**src/rtl/lmon_pkg.sv**
```systemverilog
package lmon_pkg;

    typedef enum logic [1:0] {
        SNP_NONE = 2'd0,
        SNP_WAKE = 2'd1,
        SNP_PEND = 2'd2
    } snp_kind_e;

endpackage

```
**src/rtl/lmon_line_align.sv**
```systemverilog
module lmon_line_align #(
    parameter int ADDR_W     = 48,
    parameter int LINE_BYTES = 64
) (
    input  logic [ADDR_W-1:0] addr_i,
    output logic [ADDR_W-1:0] line_o
);
    localparam int OFS_W = $clog2(LINE_BYTES);

    generate
        if (OFS_W == 0) begin : g_byte_line
            assign line_o = addr_i;
        end else begin : g_masked
            assign line_o = {addr_i[ADDR_W-1:OFS_W], {OFS_W{1'b0}}};
        end
    endgenerate
endmodule

```
**src/rtl/lmon_span_calc.sv**
```systemverilog
module lmon_span_calc #(
    parameter int ADDR_W     = 48,
    parameter int LINE_BYTES = 64
) (
    input  logic [ADDR_W-1:0]                 vaddr_i,
    output logic [$clog2(LINE_BYTES):0]       span_o
);
    localparam int OFS_W  = $clog2(LINE_BYTES);
    localparam int SPAN_W = OFS_W + 1;
    localparam logic [SPAN_W-1:0] FULL = SPAN_W'(LINE_BYTES);

    // Bytes from the start address up to the start of the following line.
    generate
        if (OFS_W == 0) begin : g_unit
            assign span_o = FULL;
        end else begin : g_offset
            logic [SPAN_W-1:0] ofs;
            assign ofs    = {1'b0, vaddr_i[OFS_W-1:0]};
            assign span_o = FULL - ofs;
        end
    endgenerate
endmodule

```
**src/rtl/lmon_snoop_cmp.sv**
```systemverilog
module lmon_snoop_cmp
    import lmon_pkg::*;
#(
    parameter int ADDR_W = 48
) (
    input  logic              valid_i,
    input  logic [ADDR_W-1:0] addr_i,
    input  logic [ADDR_W-1:0] line_i,
    input  logic              armed_i,
    input  logic              waiting_i,
    output snp_kind_e         kind_o
);
    logic hit;

    assign hit = valid_i && armed_i && (addr_i == line_i);

    always_comb begin
        kind_o = SNP_NONE;
        if (hit) begin
            kind_o = waiting_i ? SNP_WAKE : SNP_PEND;
        end
    end
endmodule

```
**src/rtl/line_monitor.sv**
```systemverilog
module line_monitor
    import lmon_pkg::*;
#(
    parameter int ADDR_W     = 48,
    parameter int LINE_BYTES = 64
) (
    input  logic                          clk_i,
    input  logic                          rst_ni,
    input  logic                          arm_req_i,
    input  logic [ADDR_W-1:0]             arm_vaddr_i,
    input  logic                          wait_req_i,
    input  logic [ADDR_W-1:0]             wait_paddr_i,
    input  logic                          snoop_valid_i,
    input  logic [ADDR_W-1:0]             snoop_paddr_i,
    output logic                          armed_o,
    output logic                          waiting_o,
    output logic [ADDR_W-1:0]             mon_vaddr_o,
    output logic [ADDR_W-1:0]             mon_line_o,
    output logic [$clog2(LINE_BYTES):0]   mon_span_o,
    output logic                          rsp_valid_o,
    output logic                          rsp_sleep_o,
    output logic                          wakeup_o
);
    typedef struct packed {
        logic              armed;
        logic              waiting;
        logic              pending;
        logic              wake;
        logic              rsp_valid;
        logic              rsp_sleep;
        logic [ADDR_W-1:0] vaddr;
        logic [ADDR_W-1:0] line;
    } state_t;

    localparam state_t RESET_STATE = '0;

    state_t            s_d, s_q;
    logic [ADDR_W-1:0] wait_line;
    snp_kind_e         snp_kind;

    lmon_line_align #(
        .ADDR_W     (ADDR_W),
        .LINE_BYTES (LINE_BYTES)
    ) u_align (
        .addr_i (wait_paddr_i),
        .line_o (wait_line)
    );

    lmon_snoop_cmp #(
        .ADDR_W (ADDR_W)
    ) u_cmp (
        .valid_i   (snoop_valid_i),
        .addr_i    (snoop_paddr_i),
        .line_i    (s_q.line),
        .armed_i   (s_q.armed),
        .waiting_i (s_q.waiting),
        .kind_o    (snp_kind)
    );

    lmon_span_calc #(
        .ADDR_W     (ADDR_W),
        .LINE_BYTES (LINE_BYTES)
    ) u_span (
        .vaddr_i (s_q.vaddr),
        .span_o  (mon_span_o)
    );

    always_comb begin
        s_d           = s_q;
        s_d.wake      = 1'b0;
        s_d.rsp_valid = 1'b0;
        s_d.rsp_sleep = 1'b0;

        if (arm_req_i) begin
            // Arm wins over any snoop or wait in the same cycle.
            s_d.armed   = 1'b1;
            s_d.vaddr   = arm_vaddr_i;
            s_d.line    = '0;
            s_d.pending = 1'b0;
        end else begin
            // Snoop is judged on the registered state.
            if (snp_kind == SNP_WAKE) begin
                s_d.waiting = 1'b0;
                s_d.wake    = 1'b1;
            end else if (snp_kind == SNP_PEND && !wait_req_i) begin
                s_d.pending = 1'b1;
            end

            // Wait updates are applied after the snoop outcome.
            if (wait_req_i) begin
                s_d.rsp_valid = 1'b1;
                if (s_q.pending) begin
                    s_d.pending   = 1'b0;
                    s_d.rsp_sleep = 1'b0;
                end else begin
                    s_d.line      = wait_line;
                    s_d.waiting   = 1'b1;
                    s_d.rsp_sleep = 1'b1;
                end
            end
        end
    end

    always_ff @(posedge clk_i or negedge rst_ni) begin
        if (!rst_ni) begin
            s_q <= RESET_STATE;
        end else begin
            s_q <= s_d;
        end
    end

    assign armed_o     = s_q.armed;
    assign waiting_o   = s_q.waiting;
    assign mon_vaddr_o = s_q.vaddr;
    assign mon_line_o  = s_q.line;
    assign rsp_valid_o = s_q.rsp_valid;
    assign rsp_sleep_o = s_q.rsp_sleep;
    assign wakeup_o    = s_q.wake;
endmodule

```
**config.mk**
```make
export PLATFORM = sky130hd
export DESIGN_NAME = line_monitor
export DESIGN_NICKNAME = d
export VERILOG_FILES = /design/src/rtl/lmon_pkg.sv /design/src/rtl/lmon_line_align.sv /design/src/rtl/lmon_span_calc.sv /design/src/rtl/lmon_snoop_cmp.sv /design/src/rtl/line_monitor.sv
export SDC_FILE = /design/constraint.sdc
export NUM_CORES = 1
export LEC_CHECK = 0
export BUFFER_PORTS_ARGS = -buffer_cell sky130_fd_sc_hd__buf_2
export CORE_MARGIN = 1
export CORE_UTILIZATION = 40
export DETAILED_ROUTE_END_ITERATION = 6
export PLACE_DENSITY = 0.83
export SLEW_MARGIN = 20
export SYNTH_ARGS = -nofsm -noshare
export SYNTH_HDL_FRONTEND = slang
export SYNTH_SLANG_ARGS = --single-unit
```
**constraint.sdc**
```tcl
create_clock -name clk_i -period 2.9 [get_ports clk_i]
set_clock_uncertainty 0.2 [all_clocks]
set_input_delay 0.29 -clock clk_i [delete_from_list [all_inputs] [get_ports clk_i]]
set_output_delay 0.29 -clock clk_i [all_outputs]
set_load 0.01 [all_outputs]
```
# [Word level (Yosys, flattened, before mapping)]
# Index checks and enable logic that the tools add are counted.
[totals] elab_cells=35 out_inout_bits=108 input_bits=149 ff_bits=102
[classes] n_mux=16 add_sub_neg=1 n_eq_ne=4 n_reduce_logical=6
[op_table] cell="48-bit two-way mux" n=3
[op_table] cell="48-bit == test" n=1
[op_table] cell="1-bit two-way mux" n=8
[op_table] cell="2-bit two-way mux" n=4
[op_table] cell="7-bit by 6-bit subtractor with 7-bit output (first input constant)" n=1
[op_table] cell="1-bit logical AND" n=3
[op_table] cell="3-bit two-way mux" n=1
[op_table] cell="2-bit by 1-bit == test with 1-bit output (second input constant)" n=1
[op_table] cell="2-bit == test (second input constant)" n=1
[op_table] cell="2-bit inequality test (second input constant)" n=1
[op_table] cell="2-bit AND reduction" n=1
[op_table] cell="2-bit nonzero test" n=1
[op_table] cell="1-bit logical NOT" n=1

# [Longest topological paths before layout]
[depth] ltp_word=10 ltp_mapped=6 ltp_nobuf=5

# [By module]
# A second synthesis with hierarchy kept.
[hier_totals] cells_unflattened=571 hier_area_um2=5699.2
[by_module_without_submodules] module="line_monitor" cells_each=423 area_per_inst_um2=4623.2 seq_area_each_um2=2552.4 n_inst=1
[by_module_without_submodules] module="lmon_snoop_cmp" cells_each=85 area_per_inst_um2=615.6 seq_area_each_um2=0.0 n_inst=1
[by_module_without_submodules] module="lmon_line_align" cells_each=49 area_per_inst_um2=364.1 seq_area_each_um2=0.0 n_inst=1
[by_module_without_submodules] module="lmon_span_calc" cells_each=14 area_per_inst_um2=96.3 seq_area_each_um2=0.0 n_inst=1

# [Worst setup path after synthesis]
# No wires, ideal clock.
[synth_timing] path_kind="input port to flip-flop" from="input port snoop_paddr_i[3]" to="register s_q, in the netlist waiting_o" path_stages=5 slack_ns=1.264 setup_time_ns=0.118 t_arrival_ns=1.318 path_buffers=0 required_time_ns=2.582 cell_sequence="or3_4 -> nor4_2 -> and4_1 -> nand3_1 -> a21o_1"
[synth_between] elab_chain_len=7
[synth_rtl] item="start: declaration" line="line_monitor.sv:14" text="input logic [ADDR_W-1:0] snoop_paddr_i,"
[synth_rtl] item="48-bit == test (*)" line="lmon_snoop_cmp.sv:15" text="assign hit = valid_i && armed_i && (addr_i == line_i);"
[synth_rtl] item="1-bit logical AND (*)" line="lmon_snoop_cmp.sv:15"
[synth_rtl] item="2-bit two-way mux (*)" line="lmon_snoop_cmp.sv:19" text="if (hit) begin"
[synth_rtl] item="2-bit by 1-bit == test with 1-bit output (*)" line="line_monitor.sv:82" text="if (snp_kind == SNP_WAKE) begin"
[synth_rtl] item="1-bit two-way mux (*)" line="line_monitor.sv:82"
[synth_rtl] item="1-bit two-way mux" line="line_monitor.sv:92" text="if (s_q.pending) begin"
[synth_rtl] item="2-bit two-way mux (*)" line="line_monitor.sv:90" text="if (wait_req_i) begin"
[synth_rtl] item="end signal: assignment" line="line_monitor.sv:106" text="s_q <= RESET_STATE;"
[synth_rtl] item="end signal: assignment" line="line_monitor.sv:108" text="s_q <= s_d;"
[synth_rtl] item="end: declaration" line="line_monitor.sv:37" text="state_t s_d, s_q;"
# Mark *: on every way between the ends. The rest lies on a longest branch, timed or not.
# A chain may end at the register's enable or synchronous reset.

# [Worst setup path in the final report]
[layout_timing] from="register s_q, in the netlist mon_vaddr_o[3]" to="output port mon_span_o[5]"
[layout_between] elab_chain_len=1
[layout_rtl] item="7-bit by 6-bit subtractor with 7-bit output" line="lmon_span_calc.sv:19" text="assign span_o = FULL - ofs;"
[layout_rtl] item="end: declaration" line="line_monitor.sv:19" text="output logic [$clog2(LINE_BYTES):0] mon_span_o,"
# No other way between the ends.

==> results.sh <==
export IMPL_instances_no_fill=779
export IMPL_rr_startpoint="mon_line_o[38]$_DFFE_PN0P_"
export IMPL_viasPerCell=4.82
export IMPL_antenna_cells=0
export IMPL_wl_met3_microns=1130
export IMPL_synth_seq_area_share=0.494
export IMPL_postSynthCellCount=390
export IMPL_io_buffers=244
export IMPL_arrival_ns=1.64
export IMPL_cts_buffers=9
export IMPL_antenna_left=0
export IMPL_drtIter0Drc=161
export IMPL_rows=39
export IMPL_min_delay_start="arm_vaddr_i[19]"
export IMPL_critical_path_class="register to output pin"
export IMPL_io_pins=257
export IMPL_die_width_microns=112
export IMPL_r2r_end="waiting_o$_DFFE_PN0N_"
export IMPL_yosys_area_top_type="dfrtp_1"
export IMPL_fin_crit_sh=0.736
export IMPL_grt_pass1_wl_microns=19800
export IMPL_synth_top_area_share=0.494
export IMPL_whs_ns=0.0190
export IMPL_place_area_sq_um=5510
export IMPL_crit_path_end_kind="output pin"
export IMPL_worstPathCellList="or3_1, nor3_1, xnor2_1, buf_2"
export IMPL_peakVddDrop_uv=254
export IMPL_power_mw=3.36
export IMPL_synth_area_sq_um=4870
export IMPL_avgSynthCellArea_sq_um=12.5
export IMPL_dr_wl_met2_microns=5950
export IMPL_relSlewSlack=0.423
export IMPL_worstRegToRegCells=5
export IMPL_worst_ep_required_time_ns=2.41
export IMPL_outcome="finished with violations"
export IMPL_yosysUniqueCellTypes=35
export IMPL_dp_hpwl_microns=7870
export IMPL_ys_flop_type="dfrtp_1"
export IMPL_crit_family="simple AND/OR/NAND/NOR gates"
export IMPL_fin_ws_ns=0.767
export IMPL_place_ws_ns=0.984
export IMPL_fmax_ghz=0.469
export IMPL_r2r_slack_ns=1.05
export IMPL_powerDensity_nw_per_um2=501
export IMPL_routed_top_layer="met4"
export IMPL_layout_common_cells="buf_2 (243), dfrtp_1 (96), dlygate4sd3_1 (90), mux2_2 (46), a22o_1 (42)"
export IMPL_syn_to_final_growth_pct=37.9
export IMPL_critPathSlowestCell="dfrtp_1"
export IMPL_htree_levels=3
export IMPL_layout_commonest_cell="buf_2"
export IMPL_ctsHoldBuffers=90
export IMPL_whs_path_depth=2
export IMPL_finalWirelength_microns=12300
export IMPL_ys_ff_latch=96
export IMPL_worst_pin_slew_ns=0.866
export IMPL_setup_tns_ns=0
export IMPL_min_to="mon_vaddr_o[19]$_DFFE_PN0P_"
export IMPL_ys_warn_count=0
export IMPL_cts_clk_slew_worst_paths_ns=0.06
export IMPL_cts_tree="built"
export IMPL_synth_area_leaders="dfrtp_1 (49%), buf_4 (15%), mux2_2 (11%), a22o_1 (7.6%), xnor2_1 (6.1%)"
export IMPL_worstPathMaxFanout=5
export IMPL_final_core_util=0.578
export IMPL_grt_max_degree=52
export IMPL_core_area_sq_um=11600
export IMPL_start_kind="register"
export IMPL_clk_insertion_delay_late_ns=0.34
export IMPL_grt_overflow=0
export IMPL_drv_slew=0
export IMPL_setup_viol=0
export IMPL_stdcell_area_sq_um=6710
export IMPL_fin_crit_ns=2.13
export IMPL_fillerInstances=881
export IMPL_gp_congestion=0.793
export IMPL_cts_setup_buffers=0
export IMPL_grt_antenna_before_repair=0
export IMPL_drive_above_1_share=0.503
export IMPL_drc=17
export IMPL_cts_resized=0
export IMPL_clock_path_buffers=2
export IMPL_clock_sinks=96
export IMPL_power_leakage_nw=3.34
export IMPL_drv_cap=0
export IMPL_grt_total_usage=0.201
export IMPL_first_pass_iters=7
export IMPL_synth_edf_count=0
export IMPL_cpPeakStageDelay_ns=0.43
export IMPL_grt_pass1_vias=4009
export IMPL_start_util=0.419
export IMPL_violations="DRC"
export IMPL_hold_viol=0
export IMPL_drt_met1_wl_microns=4850
export IMPL_wire_per_inst_microns=15.8
export IMPL_rsz0062_at_grt="false"
export IMPL_hp_class="input pin to register"
export IMPL_nNetsFinal=781
export IMPL_synthArstFlopShare=1.00
export IMPL_num_vias=3756
export IMPL_dieHeight_microns=112
export IMPL_root_buffer="clkbuf_16"
export IMPL_fp_dieArea_sq_um=12600
export IMPL_dp_cells=673
export IMPL_path_buf_inv=1
[power breakdown]
| group | total, mW | internal (mW) | switching, mW |
|---|---|---|---|
| Clock | 1.19 | 0.713 | 0.477 |
| Combinational | 0.656 | 0.363 | 0.293 |
| Sequential | 1.52 | 1.44 | 0.0753 |
[kinds of logic (layout without fill, tap and decap cells)]
group,count (synthesis),in the layout,synth area share
other,1,6,0.000770
adders and majority gates,1,1,0.00257
xor gates and xnor gates,46,46,0.0828
DFF,96,96,0.494
and+or+nand+nor,37,37,0.0596
buffers and inverters,116,357,0.172
AOI/OAI and AO/OA,47,47,0.0820
muxes,46,46,0.106
[worst max path at each step]
stage,start,to,slack [ns],depth (start not counted)
2_1_floorplan,snoop_paddr_i[3],waiting_o$_DFFE_PN0N_,1.26,5
3_3_place_gp,arm_req_i,mon_line_o[18]$_DFFE_PN0P_,1.05,4
3_5_place_dp,arm_req_i,mon_line_o[23]$_DFFE_PN0P_,0.98,4
4_1_cts,mon_vaddr_o[3]$_DFFE_PN0P_,mon_span_o[5],0.71,4
5_1_grt,wait_req_i,mon_line_o[40]$_DFFE_PN0P_,0.64,5
6_report,mon_vaddr_o[3]$_DFFE_PN0P_,mon_span_o[5],0.77,4
[synth_stat cells, types with 4 or more instances]
cell type / n
nor2_1: 5
xor2_1: 12
nand4_1: 4
dfrtp_1: 96
buf_4: 97
a22o_1: 42
mux2_2: 46
buf_2: 9
inv_1: 4
xnor2_1: 34
[metal layers]
metal | vias up | global-route usage
met5 | - | 0
met4 | 0 | 0.102
met3 | 27 | 0.0518
met2 | 221 | 0.345
met1 | 1781 | 0.234
li1 | 1727 | -
[worst reg2reg max path: stages, from the launching register on]
cell and delay, ns:
dfrtp_1 0.41, xnor2_1 0.30, nand4_2 0.18, nor4_4 0.35
nand3_1 0.12, a21o_1 0.19
[area by class of cell]
cell class | count | area, sq um | share of cell area
Clock buffer | 13 | 260 | 0.0388
Clock inverter | 3 | 40.0 | 0.00596
Inverter | 4 | 15.0 | 0.00224
Multi-Input combinational cell | 183 | 1660 | 0.247
Sequential cell | 96 | 2400 | 0.358
Tap cell | 143 | 179 | 0.0266
Timing Repair Buffer | 337 | 2160 | 0.322
[flip-flops by register name, indices dropped and copies added (netlist names)]
register / flops
armed_o: 1
mon_line_o: 42
mon_vaddr_o: 48
rsp_sleep_o: 1
rsp_valid_o: 1
s_q: 1
waiting_o: 1
wakeup_o: 1
(Power assumes the default switching activity.)
